**config.mk**
```make
export PLATFORM = sky130hd
export DESIGN_NAME = rx_addr_filter
export DESIGN_NICKNAME = d
export VERILOG_FILES = /design/src/rtl/rx_af_pkg.sv /design/src/rtl/rx_af_crc_step.sv /design/src/rtl/rx_af_decide.sv /design/src/rtl/rx_addr_filter.sv
export SDC_FILE = /design/constraint.sdc
export NUM_CORES = 1
export LEC_CHECK = 0
export BUFFER_PORTS_ARGS = -buffer_cell sky130_fd_sc_hd__buf_2
export CAP_MARGIN = 20
export CORE_ASPECT_RATIO = 0.9
export CORE_MARGIN = 8
export CORE_UTILIZATION = 35
export CTS_CLUSTER_SIZE = 12
export DETAILED_ROUTE_END_ITERATION = 10
export HOLD_SLACK_MARGIN = 0.12
export PLACE_DENSITY = 0.64
export SYNTH_ARGS = -nofsm -noshare
export SYNTH_HDL_FRONTEND = slang
export SYNTH_HIERARCHICAL = 1
export SYNTH_SLANG_ARGS = --single-unit
```
**constraint.sdc**
```tcl
create_clock -name clk_i -period 8.92 [get_ports clk_i]
set_clock_uncertainty 0.2 [all_clocks]
set_input_delay 0.892 -clock clk_i [delete_from_list [all_inputs] [get_ports clk_i]]
set_output_delay 0.892 -clock clk_i [all_outputs]
set_load 0.03 [all_outputs]
```
**src/rtl/rx_af_pkg.sv**
```systemverilog
package rx_af_pkg;

  typedef struct packed {
    logic promisc;
    logic filt;
    logic ucast;
    logic mcast;
    logic hash;
    logic bcast;
  } rx_af_cfg_t;

  typedef enum logic [1:0] {
    CLS_UNI   = 2'd0,
    CLS_MULTI = 2'd1,
    CLS_BCAST = 2'd2
  } addr_class_e;

endpackage

```
**src/rtl/rx_af_crc_step.sv**
```systemverilog
module rx_af_crc_step #(
  parameter int          CRC_W = 32,
  parameter int          DAT_W = 8,
  parameter logic [31:0] POLY  = 32'h04C11DB7
) (
  input  logic [CRC_W-1:0] crc_i,
  input  logic [DAT_W-1:0] data_i,
  output logic [CRC_W-1:0] crc_o
);

  localparam logic [CRC_W-1:0] POLY_W = POLY[CRC_W-1:0];

  // data bit 0 enters first; register shifts toward its MSB
  always_comb begin
    logic [CRC_W-1:0] c;
    logic             fb;
    c = crc_i;
    for (int i = 0; i < DAT_W; i++) begin
      fb = c[CRC_W-1] ^ data_i[i];
      c  = {c[CRC_W-2:0], 1'b0};
      if (fb) c = c ^ POLY_W;
    end
    crc_o = c;
  end

endmodule

```
**src/rtl/rx_af_decide.sv**
```systemverilog
module rx_af_decide
  import rx_af_pkg::*;
#(
  parameter int ADDR_W = 48,
  parameter int HASH_W = 6,
  localparam int TBL_W = 2 ** (HASH_W - 1)
) (
  input  rx_af_cfg_t        cfg_i,
  input  logic [ADDR_W-1:0] addr_i,
  input  logic [HASH_W-1:0] idx_i,
  input  logic [TBL_W-1:0]  tbl0_i,
  input  logic [TBL_W-1:0]  tbl1_i,
  input  logic [ADDR_W-1:0] station_i,
  output logic              accept_o
);

  addr_class_e     cls;
  logic [TBL_W-1:0] tbl_sel;
  logic            bin_hit;

  always_comb begin
    if (&addr_i)                 cls = CLS_BCAST;
    else if (addr_i[ADDR_W - 8]) cls = CLS_MULTI;  // bit 0 of first byte
    else                         cls = CLS_UNI;
  end

  assign tbl_sel = idx_i[HASH_W-1] ? tbl1_i : tbl0_i;
  assign bin_hit = tbl_sel[idx_i[HASH_W-2:0]];

  always_comb begin
    if (cfg_i.promisc || !cfg_i.filt) begin
      accept_o = 1'b1;
    end else begin
      unique case (cls)
        CLS_BCAST: accept_o = cfg_i.bcast;
        CLS_MULTI: accept_o = cfg_i.mcast && (!cfg_i.hash || bin_hit);
        default:   accept_o = !cfg_i.ucast || (addr_i == station_i);
      endcase
    end
  end

endmodule

```
**src/rtl/rx_addr_filter.sv**
```systemverilog
module rx_addr_filter
  import rx_af_pkg::*;
#(
  parameter int ADDR_BYTES = 6,
  parameter int CRC_W      = 32,
  parameter int HASH_W     = 6,
  localparam int ADDR_W    = ADDR_BYTES * 8,
  localparam int TBL_W     = 2 ** (HASH_W - 1),
  localparam int HALF_W    = ADDR_W / 2,
  localparam int CNT_W     = $clog2(ADDR_BYTES + 1)
) (
  input  logic              clk_i,
  input  logic              rst_ni,
  input  logic              sof_i,
  input  logic              byte_valid_i,
  input  logic [7:0]        byte_i,
  input  logic              promisc_en_i,
  input  logic              filt_en_i,
  input  logic              ucast_chk_i,
  input  logic              mcast_en_i,
  input  logic              hash_en_i,
  input  logic              bcast_en_i,
  input  logic [TBL_W-1:0]  hash_tbl0_i,
  input  logic [TBL_W-1:0]  hash_tbl1_i,
  input  logic [HALF_W-1:0] sta_hi_i,
  input  logic [HALF_W-1:0] sta_lo_i,
  output logic              dec_valid_o,
  output logic              accept_o
);

  localparam logic [CNT_W-1:0] CNT_FULL = CNT_W'(ADDR_BYTES);

  logic [CNT_W-1:0]  cnt_q, cnt_d;
  logic [CRC_W-1:0]  crc_q, crc_base, crc_d;
  logic [ADDR_W-1:0] addr_q, addr_d;
  logic              first, take, last, acc_d;
  logic              valid_q, acc_q;
  rx_af_cfg_t        cfg;

  assign cfg = '{promisc: promisc_en_i, filt: filt_en_i, ucast: ucast_chk_i,
                 mcast: mcast_en_i, hash: hash_en_i, bcast: bcast_en_i};

  assign first    = byte_valid_i && sof_i;
  assign take     = byte_valid_i && (sof_i || cnt_q < CNT_FULL);
  assign cnt_d    = first ? CNT_W'(1) : cnt_q + CNT_W'(1);
  assign last     = take && (cnt_d == CNT_FULL);
  assign crc_base = first ? '1 : crc_q;
  assign addr_d   = {addr_q[ADDR_W-9:0], byte_i};

  rx_af_crc_step #(.CRC_W(CRC_W), .DAT_W(8)) u_crc (
    .crc_i  (crc_base),
    .data_i (byte_i),
    .crc_o  (crc_d)
  );

  rx_af_decide #(.ADDR_W(ADDR_W), .HASH_W(HASH_W)) u_dec (
    .cfg_i     (cfg),
    .addr_i    (addr_d),
    .idx_i     (crc_d[CRC_W-1 -: HASH_W]),
    .tbl0_i    (hash_tbl0_i),
    .tbl1_i    (hash_tbl1_i),
    .station_i ({sta_hi_i, sta_lo_i}),
    .accept_o  (acc_d)
  );

  always_ff @(posedge clk_i or negedge rst_ni) begin
    if (!rst_ni) begin
      cnt_q  <= CNT_FULL;
      crc_q  <= '1;
      addr_q <= '0;
    end else if (take) begin
      cnt_q  <= cnt_d;
      crc_q  <= crc_d;
      addr_q <= addr_d;
    end
  end

  always_ff @(posedge clk_i or negedge rst_ni) begin
    if (!rst_ni) begin
      valid_q <= 1'b0;
      acc_q   <= 1'b0;
    end else if (last) begin
      valid_q <= 1'b1;
      acc_q   <= acc_d;
    end else if (first) begin
      valid_q <= 1'b0;
      acc_q   <= 1'b0;
    end
  end

  assign dec_valid_o = valid_q;
  assign accept_o    = acc_q;

endmodule

```
Word level (Yosys, flattened, before mapping)
Cells that the tools add are included.

Flip-flop bits (word level): 77. Input bits: 130. Output and inout bits: 2. Word-level logic and storage cells: 61.

$add $sub $neg: 1. $lt $le $gt $ge: 2. Equality and inequality tests: 4. Multiplexer cells: 20. Bitwise operators: 16. Reduce and logical (&&, ||, !) cells: 13.

Operator list (count): $mux 27 (8); $not 14->14 (8); $mux 32 (2); $eq 48x48->1 (1); $reduce_and 48->1 (1); $xor 1x1->1 (8); $lt 5x6->1 const B (1); $mux 1 (6); $bmux 1 s5 (1); $logic_and 1x1->1 (4); $logic_or 1x1->1 (4); $add 3x1->3 const B (1); $eq 3x3->1 const B (1); $logic_not 1->1 (3); $lt 3x3->1 const B (1); $mux 3 (1); $eq 2x1->1 const B (1); $eq 2x2->1 const B (1); $mux 2 (1); $pmux 1 s2 (1); $reduce_bool 2->1 (1).

Longest topological paths before layout
Gate-level depths: netlist (run 1).

Word-level depth: 25. Depth in mapped cells: 18. Depth with buffers taken out: 14.

Modules after synthesis
Netlist (run 1), hierarchy kept.

By module, submodules not included: rx_addr_filter (instances 1, cells an instance 216, area each 3256.9 um2, sequential area each 1969.4 um2); rx_af_decide (instances 1, cells an instance 154, area each 1229.9 um2, sequential area each 0.0 um2); rx_af_crc_step (instances 1, cells an instance 63, area each 989.7 um2, sequential area each 0.0 um2).

Least setup slack after synthesis (run 1)
No wires, ideal clock.

Kind: input to register. Start: input byte_valid_i. End: register acc_q (netlist: accept_o). Library setup time: 142 ps. Arrival time: 4027 ps. Required time: 8578 ps. Path slack: 4551 ps. Stages: 15. Path buffers: 3. Cells stage by stage: clkbuf_1 nand2_1 clkbuf_1 nand2b_1 xnor2_4 xnor2_4 xor3_1 buf_4 mux4_2 mux4_2 nand4_1 nand3_1 inv_1 a211o_1 a32oi_1.

Elaborated cells between the ends (all ways): 39. Those cells by class: eq/ne (1); mux (16); bitwise (16); reduce/logical (6).

RTL lines: from (decl) (RTL line rx_addr_filter.sv:15) `input logic byte_valid_i,`; $logic_and 1x1->1 (*) (RTL line rx_addr_filter.sv:43) `assign first = byte_valid_i && sof_i;`; $mux 32 (*) (RTL line rx_addr_filter.sv:47) `assign crc_base = first ? '1 : crc_q;`; net crc_base[28] (RTL line rx_addr_filter.sv:34) `logic [CRC_W-1:0] crc_q, crc_base, crc_d;`; $xor 1x1->1 (*) (RTL line rx_af_crc_step.sv:19) `fb = c[CRC_W-1] ^ data_i[i];`; $mux 27 (*) (RTL line rx_af_crc_step.sv:21) `if (fb) c = c ^ POLY_W;`; $not 14->14 (no line); $mux 27 (*) (3 in a row) (RTL line rx_af_crc_step.sv:21); $not 14->14 (no line); (+1 left out); net crc_d[26] (RTL line rx_addr_filter.sv:34); $bmux 1 s5 (*) (RTL line rx_af_decide.sv:28) `assign bin_hit = tbl_sel[idx_i[HASH_W-2:0]];`; $mux 1 (implied by the code) (*) (RTL line rx_af_decide.sv:28); $logic_or 1x1->1 (*) (RTL line rx_af_decide.sv:36) `CLS_MULTI: accept_o = cfg_i.mcast && (!cfg_i.hash || bin_hit);`; $logic_and 1x1->1 (*) (RTL line rx_af_decide.sv:36); $pmux 1 s2 (*) (RTL line rx_af_decide.sv:34) `unique case (cls)`; $mux 1 (*) (RTL line rx_af_decide.sv:31) `if (cfg_i.promisc || !cfg_i.filt) begin`; net acc_d (RTL line rx_addr_filter.sv:36) `logic first, take, last, acc_d;`; $mux 1 (*) (RTL line rx_addr_filter.sv:82) `end else if (last) begin`; to (signal assigned) (RTL line rx_addr_filter.sv:81) `acc_q <= 1'b0;`; to (signal assigned) (RTL line rx_addr_filter.sv:84) `acc_q <= acc_d;`; to (signal assigned) (RTL line rx_addr_filter.sv:87) `acc_q <= 1'b0;`; to (decl) (RTL line rx_addr_filter.sv:37) `logic valid_q, acc_q;`.

Mark *: on every way through the listed nets, which the timed path passes. The rest lies on a longest branch. The select of a mux whose other input is x is not followed. A chain may end at the register's enable or synchronous reset.

Final worst setup path (run 1)
Start: input byte_valid_i. End: register acc_q (netlist: accept_o).

Elaborated cells between the ends (all ways): 39. Those cells by class: eq/ne (1); mux (16); bitwise (16); reduce/logical (6).

RTL lines (RTL line): $logic_and 1x1->1 (rx_addr_filter.sv:43); $mux 32 (rx_addr_filter.sv:47); net crc_base[30] (rx_addr_filter.sv:34); $xor 1x1->1 (rx_af_crc_step.sv:19); $mux 27 (rx_af_crc_step.sv:21); $xor 1x1->1 (rx_af_crc_step.sv:19); $mux 27 (rx_af_crc_step.sv:21); net crc_d[26] (rx_addr_filter.sv:34); $bmux 1 s5 (rx_af_decide.sv:28); $mux 1 (implied by the code) (rx_af_decide.sv:28); $logic_or 1x1->1 (rx_af_decide.sv:36); $logic_and 1x1->1 (rx_af_decide.sv:36); $pmux 1 s2 (rx_af_decide.sv:34); $mux 1 (rx_af_decide.sv:31); net acc_d (rx_addr_filter.sv:36); $mux 1 (rx_addr_filter.sv:82).

The timed path passes the listed nets, and every way through them passes these cells. The select of a mux whose other input is x is not followed.

==> impl_metrics.tcl, run 1 <==
set metrics [dict create \
    final_util_pct 42.56 \
    min_path_type "register to register" \
    worst_path_dominant_cell_family "XOR/XNOR gates" \
    routed_wirelength_mm 14.26 \
    cts_num_sinks 77 \
    min_from "dec_valid_o" \
    worstSkewPairLatency_ns 0.34 \
    clockBufferDepth 2 \
    synth-edff-count 0 \
    avgSynthCellArea_um2 12.65 \
    synth_top_cell_by_area "dfrtp_1" \
    routedWlPerCell_um 18.55 \
    antenna_cells 0 \
    clkTransAtPathRegs_ns 0.06 \
    max_freq_mhz 204.0 \
    async_flop_share_pct 100.0 \
    syn_nets 564 \
    hold_path_depth 1 \
    drt_iter0_markers 230 \
    grt_max_degree 78 \
    cpMostUsedCell "mux4_2" \
    syn-cell-area_um2 5477 \
    synthAdderAreaFrac_pct 0.2285 \
    postCtsSetupRepairBufs 0 \
    power_density_nw_per_um2 437.6 \
    start_util_pct 35.59 \
    placementRows 43 \
    cts_buffers 9 \
    gp_congestion 0.8994 \
    overflow 0 \
    coreArea_um2 15390 \
    die_w_um 147.9 \
    hold_path_end "dec_valid_o" \
    vdd_drop_max_mv 0.2734 \
    synth_top_flop_cell "dfrtp_1" \
    die_h_um 134.7 \
    seq_area_frac_synth_pct 35.96 \
    path_buf_inv 3 \
    setup_violations 0 \
    critical-path-slowest-cell "xor3_2" \
    ys_ff_latch 77 \
    synth_compound_area_share_pct 3.793 \
    grt_usage_pct 14.59 \
    design_area_um2 6549 \
    final_common_cell "buf_2" \
    status "complete, no violations" \
    p_total_uw 2865 \
    finalNetCount 693 \
    crit_chain "buf_2 -> nand2_1 -> buf_4 -> nand2b_1 -> xnor2_4 -> xnor2_2 -> xor3_2 -> mux4_2 -> mux4_2 -> nand4_1 -> nand3_1 -> inv_1 -> a211o_1 -> a32oi_1" \
    drc 0 \
    synth_cell_type_count 48 \
    rr_endpoint "accept_o" \
    yosys_warnings 6 \
    drive_gt1_share_pct 49.38 \
    synth-xor-area-share_pct 25.52 \
    worst_slew_pin_slew_ns 0.9664 \
    cts_tree "built" \
    post-route-period-util_pct 54.94 \
    setup_tns_ns 0 \
    yosys-top-cells-area "dfrtp_1 (20%), dfstp_2 (16%), mux2_2 (15%), xnor2_1 (8.2%), xor2_1 (4.5%)" \
    hold_viol 0 \
    regArea_um2 1969 \
    grt_pass1_wl_mm 22.71 \
    yosys.area_share.simple_pct 10.08 \
    crit_fanout 33 \
    end_kind "register" \
    multiInputGateArea_um2 3346 \
    dieArea_um2 19910 \
    muxShareOfSynthArea_pct 21.45 \
    firstDrtPassIters 4 \
    vias 3836 \
    cts_resized 0 \
    reg2reg_depth 11 \
    r2r_start "crc_q[30]" \
    port_buffers 131 \
    slew_headroom_pct 35.57 \
    final_cell_mix "buf_2 (131), mux2_2 (73), xnor2_1 (51)" \
    antenna_found_initial 0 \
    worstPathRequired_ns 8.94 \
    dpl.hpwl_mm 11.16 \
    slew_viol_final 0 \
    htree_levels 3 \
    rsz0062_at_grt "false" \
    critical_path_class "input pin to register" \
    vias_per_cell 4.988 \
    final.fill_count 1506 \
    synth_top_area_share_pct 19.65 \
    maxCapViolations 0 \
    ant_nets 0 \
    grt_pass1_vias 4191 \
    critPathLaunchType "input pin" \
    area_growth_pct 19.58 \
    cpPeakStageDelay_ns 0.90 \
    io_pins 132 \
    synth_top_family_by_area "XOR/XNOR gates" \
    leakage_uw 0.002834 \
    cp.arrival_ns 4.92 \
    place_area_um2 6269 \
    rrSetupSlack_ns 4.74 \
    hold_buffers 0 \
    synthCells 433 \
    cts_root_buffer "clkbuf_16" \
    min_period_ns 4.901 \
]
## cell usage after synthesis (2+ instances only)
library cell	count
dfrtp_1	43
nand2_1	12
nor2b_1	2
buf_4	2
mux2_2	73
nand3_1	5
nor4_1	10
a21oi_1	6
a22oi_1	7
xor2_1	28
xnor3_1	7
inv_1	6
a2111oi_0	4
nand2b_1	33
xnor2_1	51
clkbuf_8	7
clkbuf_1	5
xnor3_2	2
nand4_1	24
xnor2_4	8
nor2_1	2
mux4_2	5
xnor2_2	3
dfstp_2	34
mux2i_1	24
xor3_1	8
## area by class of cell
class / count / share of cell area [%]
tap: 202 / 3.859
timing repair buffer: 134 / 10.36
clock buffer: 9 / 3.439
sequential: 77 / 30.07
multi-input combinational: 334 / 51.09
clock inverter: 7 / 0.8407
inverter: 6 / 0.3439
## state kept, by name (all words and copies together) (netlist names)
signal / count
addr_q: 40
crc_q: 32
cnt_q: 3
accept_o: 1
dec_valid_o: 1
## through the flow
step / std cells / hold WS [ns] / setup slack, ns
after CTS: 769 / 0.3115 / 4.022
final: 769 / 0.2986 / 4.019
after floorplan: 433 / 0.2842 / 4.551
after global routing: 769 / 0.3438 / 3.776
after detailed placement: 753 / 0.2862 / 3.653
after global placement: 753 / 0.2786 / 3.788
## worst max-delay path by stage
stage,depth (start not counted),to,from
floorplan,15,accept_o,byte_valid_i
global placement,14,accept_o,byte_valid_i
detailed placement,14,accept_o,byte_valid_i
CTS,14,accept_o,byte_valid_i
finish,14,accept_o,byte_valid_i
global route,14,accept_o,byte_valid_i
## power by group
| group | total, µW | switching (µW) | leakage [µW] | internal, µW |
|---|---|---|---|---|
| combinational | 1840 | 822 | 0.00184 | 1020 |
| sequential | 681 | 121 | 0.000860 | 560 |
| clock | 344 | 153 | 0.000133 | 191 |
## routing by layer
metal  vias to the layer above  track usage (%)  share of wire (%)
met3                        17            4.214                8.3
li1                       1825                -                  -
met4                         0            6.112                2.2
met5                         -                0                  0
met1                      1858            17.86                 44
met2                       136            23.68                 45
## kinds of logic after synthesis
logic type                 after synthesis
xor gates and xnor gates               109
DFF                                     77
AOI/OAI and AO/OA                       28
buffers and inverters                   22
adders and majority gates                1
muxes                                  102
and+or+nand+nor                         94
(Power assumes the default switching activity.)
==> run 2, diff against run 1 <==
ABC_AREA = 1   (was unset)
PLACE_DENSITY = 0.66   (was 0.64)
clock period = 4.5 ns   (was 8.92 ns; I/O delays follow)
==> impl_metrics.tcl, run 2 <==
set metrics [dict create \
    cpMostUsedCell "nand2_1" \
    synth_top_flop_cell "dfrtp_1" \
    regArea_um2 1969 \
    finalNetCount 1109 \
    drive_gt1_share_pct 24.72 \
    port_buffers 131 \
    cts_buffers 9 \
    die_w_um 153.4 \
    clkTransAtPathRegs_ns 0.06 \
    yosys-top-cells-count "nand2_1 (329), inv_1 (91), nand3_1 (72), o21ai_0 (68), xnor2_1 (53)" \
    worstPathRequired_ns 4.58 \
    top_register "addr_q" \
    final_common_cell "nand2_1" \
    drt_iter0_markers 347 \
    setup_tns_ns 0 \
    seq_area_frac_synth_pct 33.10 \
    cts_resized 0 \
    critical-path-slowest-cell "nand2_2" \
    setup_violations 0 \
    post-route-period-util_pct 72.02 \
    postCtsSetupRepairBufs 0 \
    cts_tree "built" \
    hold_buffers 1 \
    critPathLaunchType "input pin" \
    synth_top_area_share_pct 20.76 \
    cts_num_sinks 77 \
    top_regs "addr_q: 40 flops, crc_q: 32 flops, cnt_q: 3 flops" \
    cp.arrival_ns 3.32 \
    gp_congestion 0.9037 \
    routedWlPerCell_um 13.81 \
    firstDrtPassIters 5 \
    area_growth_pct 18.07 \
    cts_root_buffer "clkbuf_16" \
    rsz0062_at_grt "false" \
    switching_share_pct 47.77 \
    yosys-top-cells-area "nand2_1 (21%), dfrtp_1 (18%), dfstp_2 (15%), xnor2_1 (7.8%), nand3_1 (6.1%)" \
    htree_levels 3 \
    final_cell_mix "nand2_1 (329), buf_2 (130), inv_1 (91)" \
    synth-edff-count 0 \
    power_frac_comb_pct 61.0 \
    p_seq_share_pct 24.9 \
    synth_cell_type_count 31 \
    async_flop_share_pct 100.0 \
    overflow 0 \
    avgSynthCellArea_um2 6.926 \
    min_period_ns 3.241 \
    multiInputGateArea_um2 3386 \
    antenna_cells 0 \
    dpl.hpwl_mm 12.61 \
    vdd_drop_max_mv 0.3343 \
    leakage_uw 0.003658 \
    final_util_pct 41.86 \
    cpPeakStageDelay_ns 0.35 \
    slew_headroom_pct 35.30 \
    grt_usage_pct 15.45 \
    synth.most_common_cell "nand2_1" \
    io_pins 132 \
    grt_pass1_wl_mm 27.11 \
    ys_ff_latch 77 \
    yosys_warnings 6 \
    synth_top_cell_by_area "nand2_1" \
    maxCapViolations 0 \
    vias_per_cell 4.703 \
    vias 5615 \
    synthCells 859 \
    p_sw_uw 2440 \
    min_path_type "input pin to register" \
    start_util_pct 35.46 \
    crit_chain "buf_2 -> nand2_2 -> nand2_1 -> inv_1 -> nand2_1 -> nand2_1 -> nand2_2 -> nand2_4 -> xor2_1 -> xor2_1 -> buf_4 -> inv_2 -> nand3_1 -> nand3_1 -> nand2_1 -> nand2_1 -> nand3_1 -> nand3_1 -> nand3_1 -> nand2_1 -> nand2_1 -> nand4_1 -> nand2_1" \
    routed_wirelength_mm 16.49 \
    internal_power_uw 2668 \
    status "complete, no violations" \
    antenna_found_initial 0 \
    dieArea_um2 21430 \
    p_clk_share_pct 14.1 \
    clockBufferDepth 2 \
    critical_path_class "input pin to register" \
    largest_register_ffs 40 \
    crit_fanout 22 \
    syn_nets 990 \
    worstSkewPairLatency_ns 0.35 \
    worst_slew_pin_slew_ns 0.9705 \
    ant_nets 0 \
    slew_viol_final 0 \
    grt_pass1_vias 5346 \
    power_density_nw_per_um2 727.3 \
    grt_max_degree 110 \
    syn-cell-area_um2 5949 \
    drc 0 \
    coreArea_um2 16780 \
    end_kind "register" \
    max_freq_mhz 308.5 \
    final.fill_count 1763 \
    placementRows 45 \
    die_h_um 139.7 \
    hold_viol 0 \
]
-- run 2: cell families (layout without fill, tap and decap cells) --
group                    Yosys count  after routing  share of synthesized area (%)
AO/OA/AOI/OAI                     71             71                          6.036
XOR/XNOR                          96             96                          14.89
adder cells (fa/ha/maj)            1              1                         0.2103
buffers and inverters            128            252                          10.12
flip-flops                        77             77                          33.10
AND/OR/NAND/NOR                  486            486                          35.65
-- run 2: through the flow --
step           cell area [µm²]  std cells  hold slack, ns  power, µW  setup slack, ns
2_1_floorplan             5949        859        -0.04559       3842            1.366
3_3_place_gp              6693       1176          0.2632       4344           0.9819
3_5_place_dp              6693       1176          0.2621       4379           0.9307
4_1_cts                   6997       1193          0.1913       5126            1.284
5_1_grt                   7024       1194          0.2376       5631           0.9269
6_report                  7024       1194          0.1982       5108            1.259
-- run 2: final cells by class --
cell class	count	share of cell area (%)
Sequential cell	77	28.04
Tap cell	211	3.758
Clock buffer	11	3.313
Multi-Input combinational cell	654	48.20
Inverter	98	5.379
Clock inverter	5	0.8728
Timing Repair Buffer	138	10.44
-- run 2: critical path: cells and delay by family --
| family | cells | cell delay, ns |
|---|---|---|
| xor+xnor | 2 | 0.34 |
| buf+inv | 4 | 0.66 |
| simple gates | 17 | 1.83 |
-- run 2: per-layer routing --
layer	GRT usage (%)	part of all wire, %	vias up
met5	0	0	-
met4	4.328	1.3	0
met3	4.085	6.6	15
met2	23.79	44	154
met1	20.91	48	2571
li1	-	-	2875
-- run 2: worst paths after layout --
path | start | endpoint | slack [ns] | cells past startpoint
worst max-delay path | byte_valid_i | accept_o | 1.26 | 23
worst min-delay path | byte_i[5] | addr_q[5] | 0.20 | 3
worst max register to register | crc_q[24] | accept_o | 1.43 | 22
worst min register to register | dec_valid_o | dec_valid_o | 0.27 | 2
max in group asynchronous | rst_ni | dec_valid_o | 2.87 | 2
min in group asynchronous | rst_ni | addr_q[11] | 0.60 | 2
-- run 2: power groups by stage --
stage	Clock [µW]	Combinational [µW]	Sequential, µW
final	721	3110	1270
after global routing	766	3550	1310
after CTS	738	3110	1280
after detailed placement	0	3090	1290
after global placement	0	3060	1280
after floorplan	0	2600	1240
==> run 3, diff against run 2 <==
PLACE_DENSITY = 0.64   (was 0.66)
clock period = 3.2 ns   (was 4.5 ns; I/O delays follow)
==> impl_metrics.tcl, run 3 (synthesis results as in run 2) <==
set metrics [dict create \
    firstDrtPassIters 5 \
    p_total_uw 7265 \
    dieArea_um2 21430 \
    rsz0062_at_grt "false" \
    coreArea_um2 16780 \
    post-route-period-util_pct 90.88 \
    p_clk_share_pct 13.7 \
    slew_viol_final 0 \
    routed_wirelength_mm 16.52 \
    critical-path-slowest-cell "dlygate4sd3_1" \
    ant_nets 0 \
    cp.depth 20 \
    cpPeakStageDelay_ns 0.57 \
    dpl.hpwl_mm 12.95 \
    cts_num_sinks 77 \
    reg2reg_depth 21 \
    critical_path_class "input pin to register" \
    clkTransAtPathRegs_ns 0.06 \
    maxCapViolations 0 \
    antenna_cells 0 \
    htree_levels 3 \
    cpMostUsedCell "nand2_1" \
    worst_path_dominant_cell_family "simple AND/OR/NAND/NOR gates" \
    finalNetCount 1127 \
    crit_fanout 9 \
    grt_pass1_wl_mm 27.36 \
    routedWlPerCell_um 13.63 \
    top_register "addr_q" \
    clockBufferDepth 2 \
    p_seq_share_pct 24.6 \
    gp_congestion 0.8574 \
    io_pins 132 \
    hold_path_depth 3 \
    antenna_found_initial 0 \
    cts_buffers 9 \
    final_common_cell "nand2_1" \
    setup_violations 0 \
    end_kind "register" \
    path_buf_inv 4 \
    vdd_drop_max_mv 0.4470 \
    cp.arrival_ns 2.99 \
    port_buffers 131 \
    internal_power_uw 3837 \
    multiInputGateArea_um2 3386 \
    drt_iter0_markers 323 \
    grt_usage_pct 15.63 \
    crit_chain "dlygate4sd3_1 -> buf_2 -> inv_1 -> nand2_1 -> nand2_2 -> nand2_1 -> nand2_4 -> xor2_1 -> xor2_1 -> buf_4 -> nand3_1 -> nand2_1 -> nand2_1 -> nand3_1 -> nand3_1 -> nand3_1 -> nand2_1 -> nand2_1 -> nand4_1 -> nand2_1" \
    die_h_um 139.7 \
    post-route-worst-setup-slack_ns 0.2918 \
    slew_headroom_pct 35.48 \
    hold_viol 0 \
    final.fill_count 1763 \
    min_period_ns 2.908 \
    start_util_pct 35.46 \
    grt_max_degree 78 \
    drive_gt1_share_pct 25.37 \
    vias_per_cell 4.649 \
    worst_slew_pin_slew_ns 0.9678 \
    leakage_uw 0.003742 \
    cts_root_buffer "clkbuf_16" \
    vias 5634 \
    p_sw_uw 3428 \
    placementRows 45 \
    max_freq_mhz 343.9 \
    critPathLaunchType "input pin" \
    worstSkewPairLatency_ns 0.34 \
    grt_pass1_vias 5516 \
    worstPathRequired_ns 3.28 \
    switching_share_pct 47.18 \
    drc 0 \
    power_density_nw_per_um2 1013 \
    cts_tree "built" \
    final_cell_mix "nand2_1 (329), buf_2 (130), inv_1 (90)" \
    largest_register_ffs 40 \
    status "complete, no violations" \
    setup_tns_ns 0 \
    top_regs "addr_q: 40 flops, crc_q: 32 flops, cnt_q: 3 flops" \
    min_path_type "input pin to register" \
    power_frac_comb_pct 61.7 \
    dpl.cell_count 1188 \
    post-place-ws_ns 0.1634 \
    area_growth_pct 20.59 \
    overflow 0 \
    die_w_um 153.4 \
    regArea_um2 1969 \
    finalNonFillerCells 1212 \
]
run 3: changes by cell type in the layout (fill, tap and decap cells not counted), sizes merged:
cell / before / now
buf: 137 / 148
clkinvlp: 3 / 2
clkbuf: 11 / 12
dlygate4sd3: 1 / 8
run 3: repair_timing:
action	in CTS	in global routing
hold buffers	8	0
resized for setup	0	1
buffers inserted	0	0
hold endpoints to repair	50	0
setup endpoints to repair	0	1
run 3: cell type report:
class                   count  area share [%]
clock inverters             4          0.6976
flip-flops and latches     77           27.45
multi-input cells         654           47.19
clock buffers              12           3.296
well taps                 211           3.680
inverters                  98           5.267
repair buffers            156           12.42
run 3: power by group through the flow:
stage	Clock (µW)	Combinational [µW]	Sequential [µW]
CTS	1030	4520	1790
floorplan	0	3650	1750
global route	1060	5120	1840
global placement	0	4440	1800
finish	996	4480	1790
detailed placement	0	4490	1810
run 3: path summary, 6_finish.rpt:
check | endpoint | slack, ns | startpoint
max | accept_o | 0.29 | byte_i[2]
min | addr_q[7] | 0.15 | byte_i[7]
max reg2reg | accept_o | 0.40 | crc_q[30]
min reg2reg | cnt_q[2] | 0.28 | cnt_q[2]
max in group asynchronous | addr_q[24] | 1.71 | rst_ni
min in group asynchronous | addr_q[14] | 0.47 | rst_ni
run 3: per-stage QoR:
step                      area, µm²  hold WS, ns  utilization, %
after CTS                      7174       0.1360           42.76
after floorplan                5949      -0.1756               -
final                          7174       0.1527           42.76
after detailed placement       6808       0.2711           40.57
after global placement         6808       0.2702           40.57
after global routing           7174       0.1679           42.76
run 3: worst min-delay path: stages:
cell and delay, ns:
buf_2 0.16, nand2_1 0.09, o21ai_0 0.08
run 3: routing by layer:
layer  GRT usage [%]  routed length, µm  vias up
met5               0                  0        -
met4           4.946                214        0
met3           4.024               1060       16
met2           25.27               7335      150
met1           20.07               7910     2557
li1                -                  -     2911
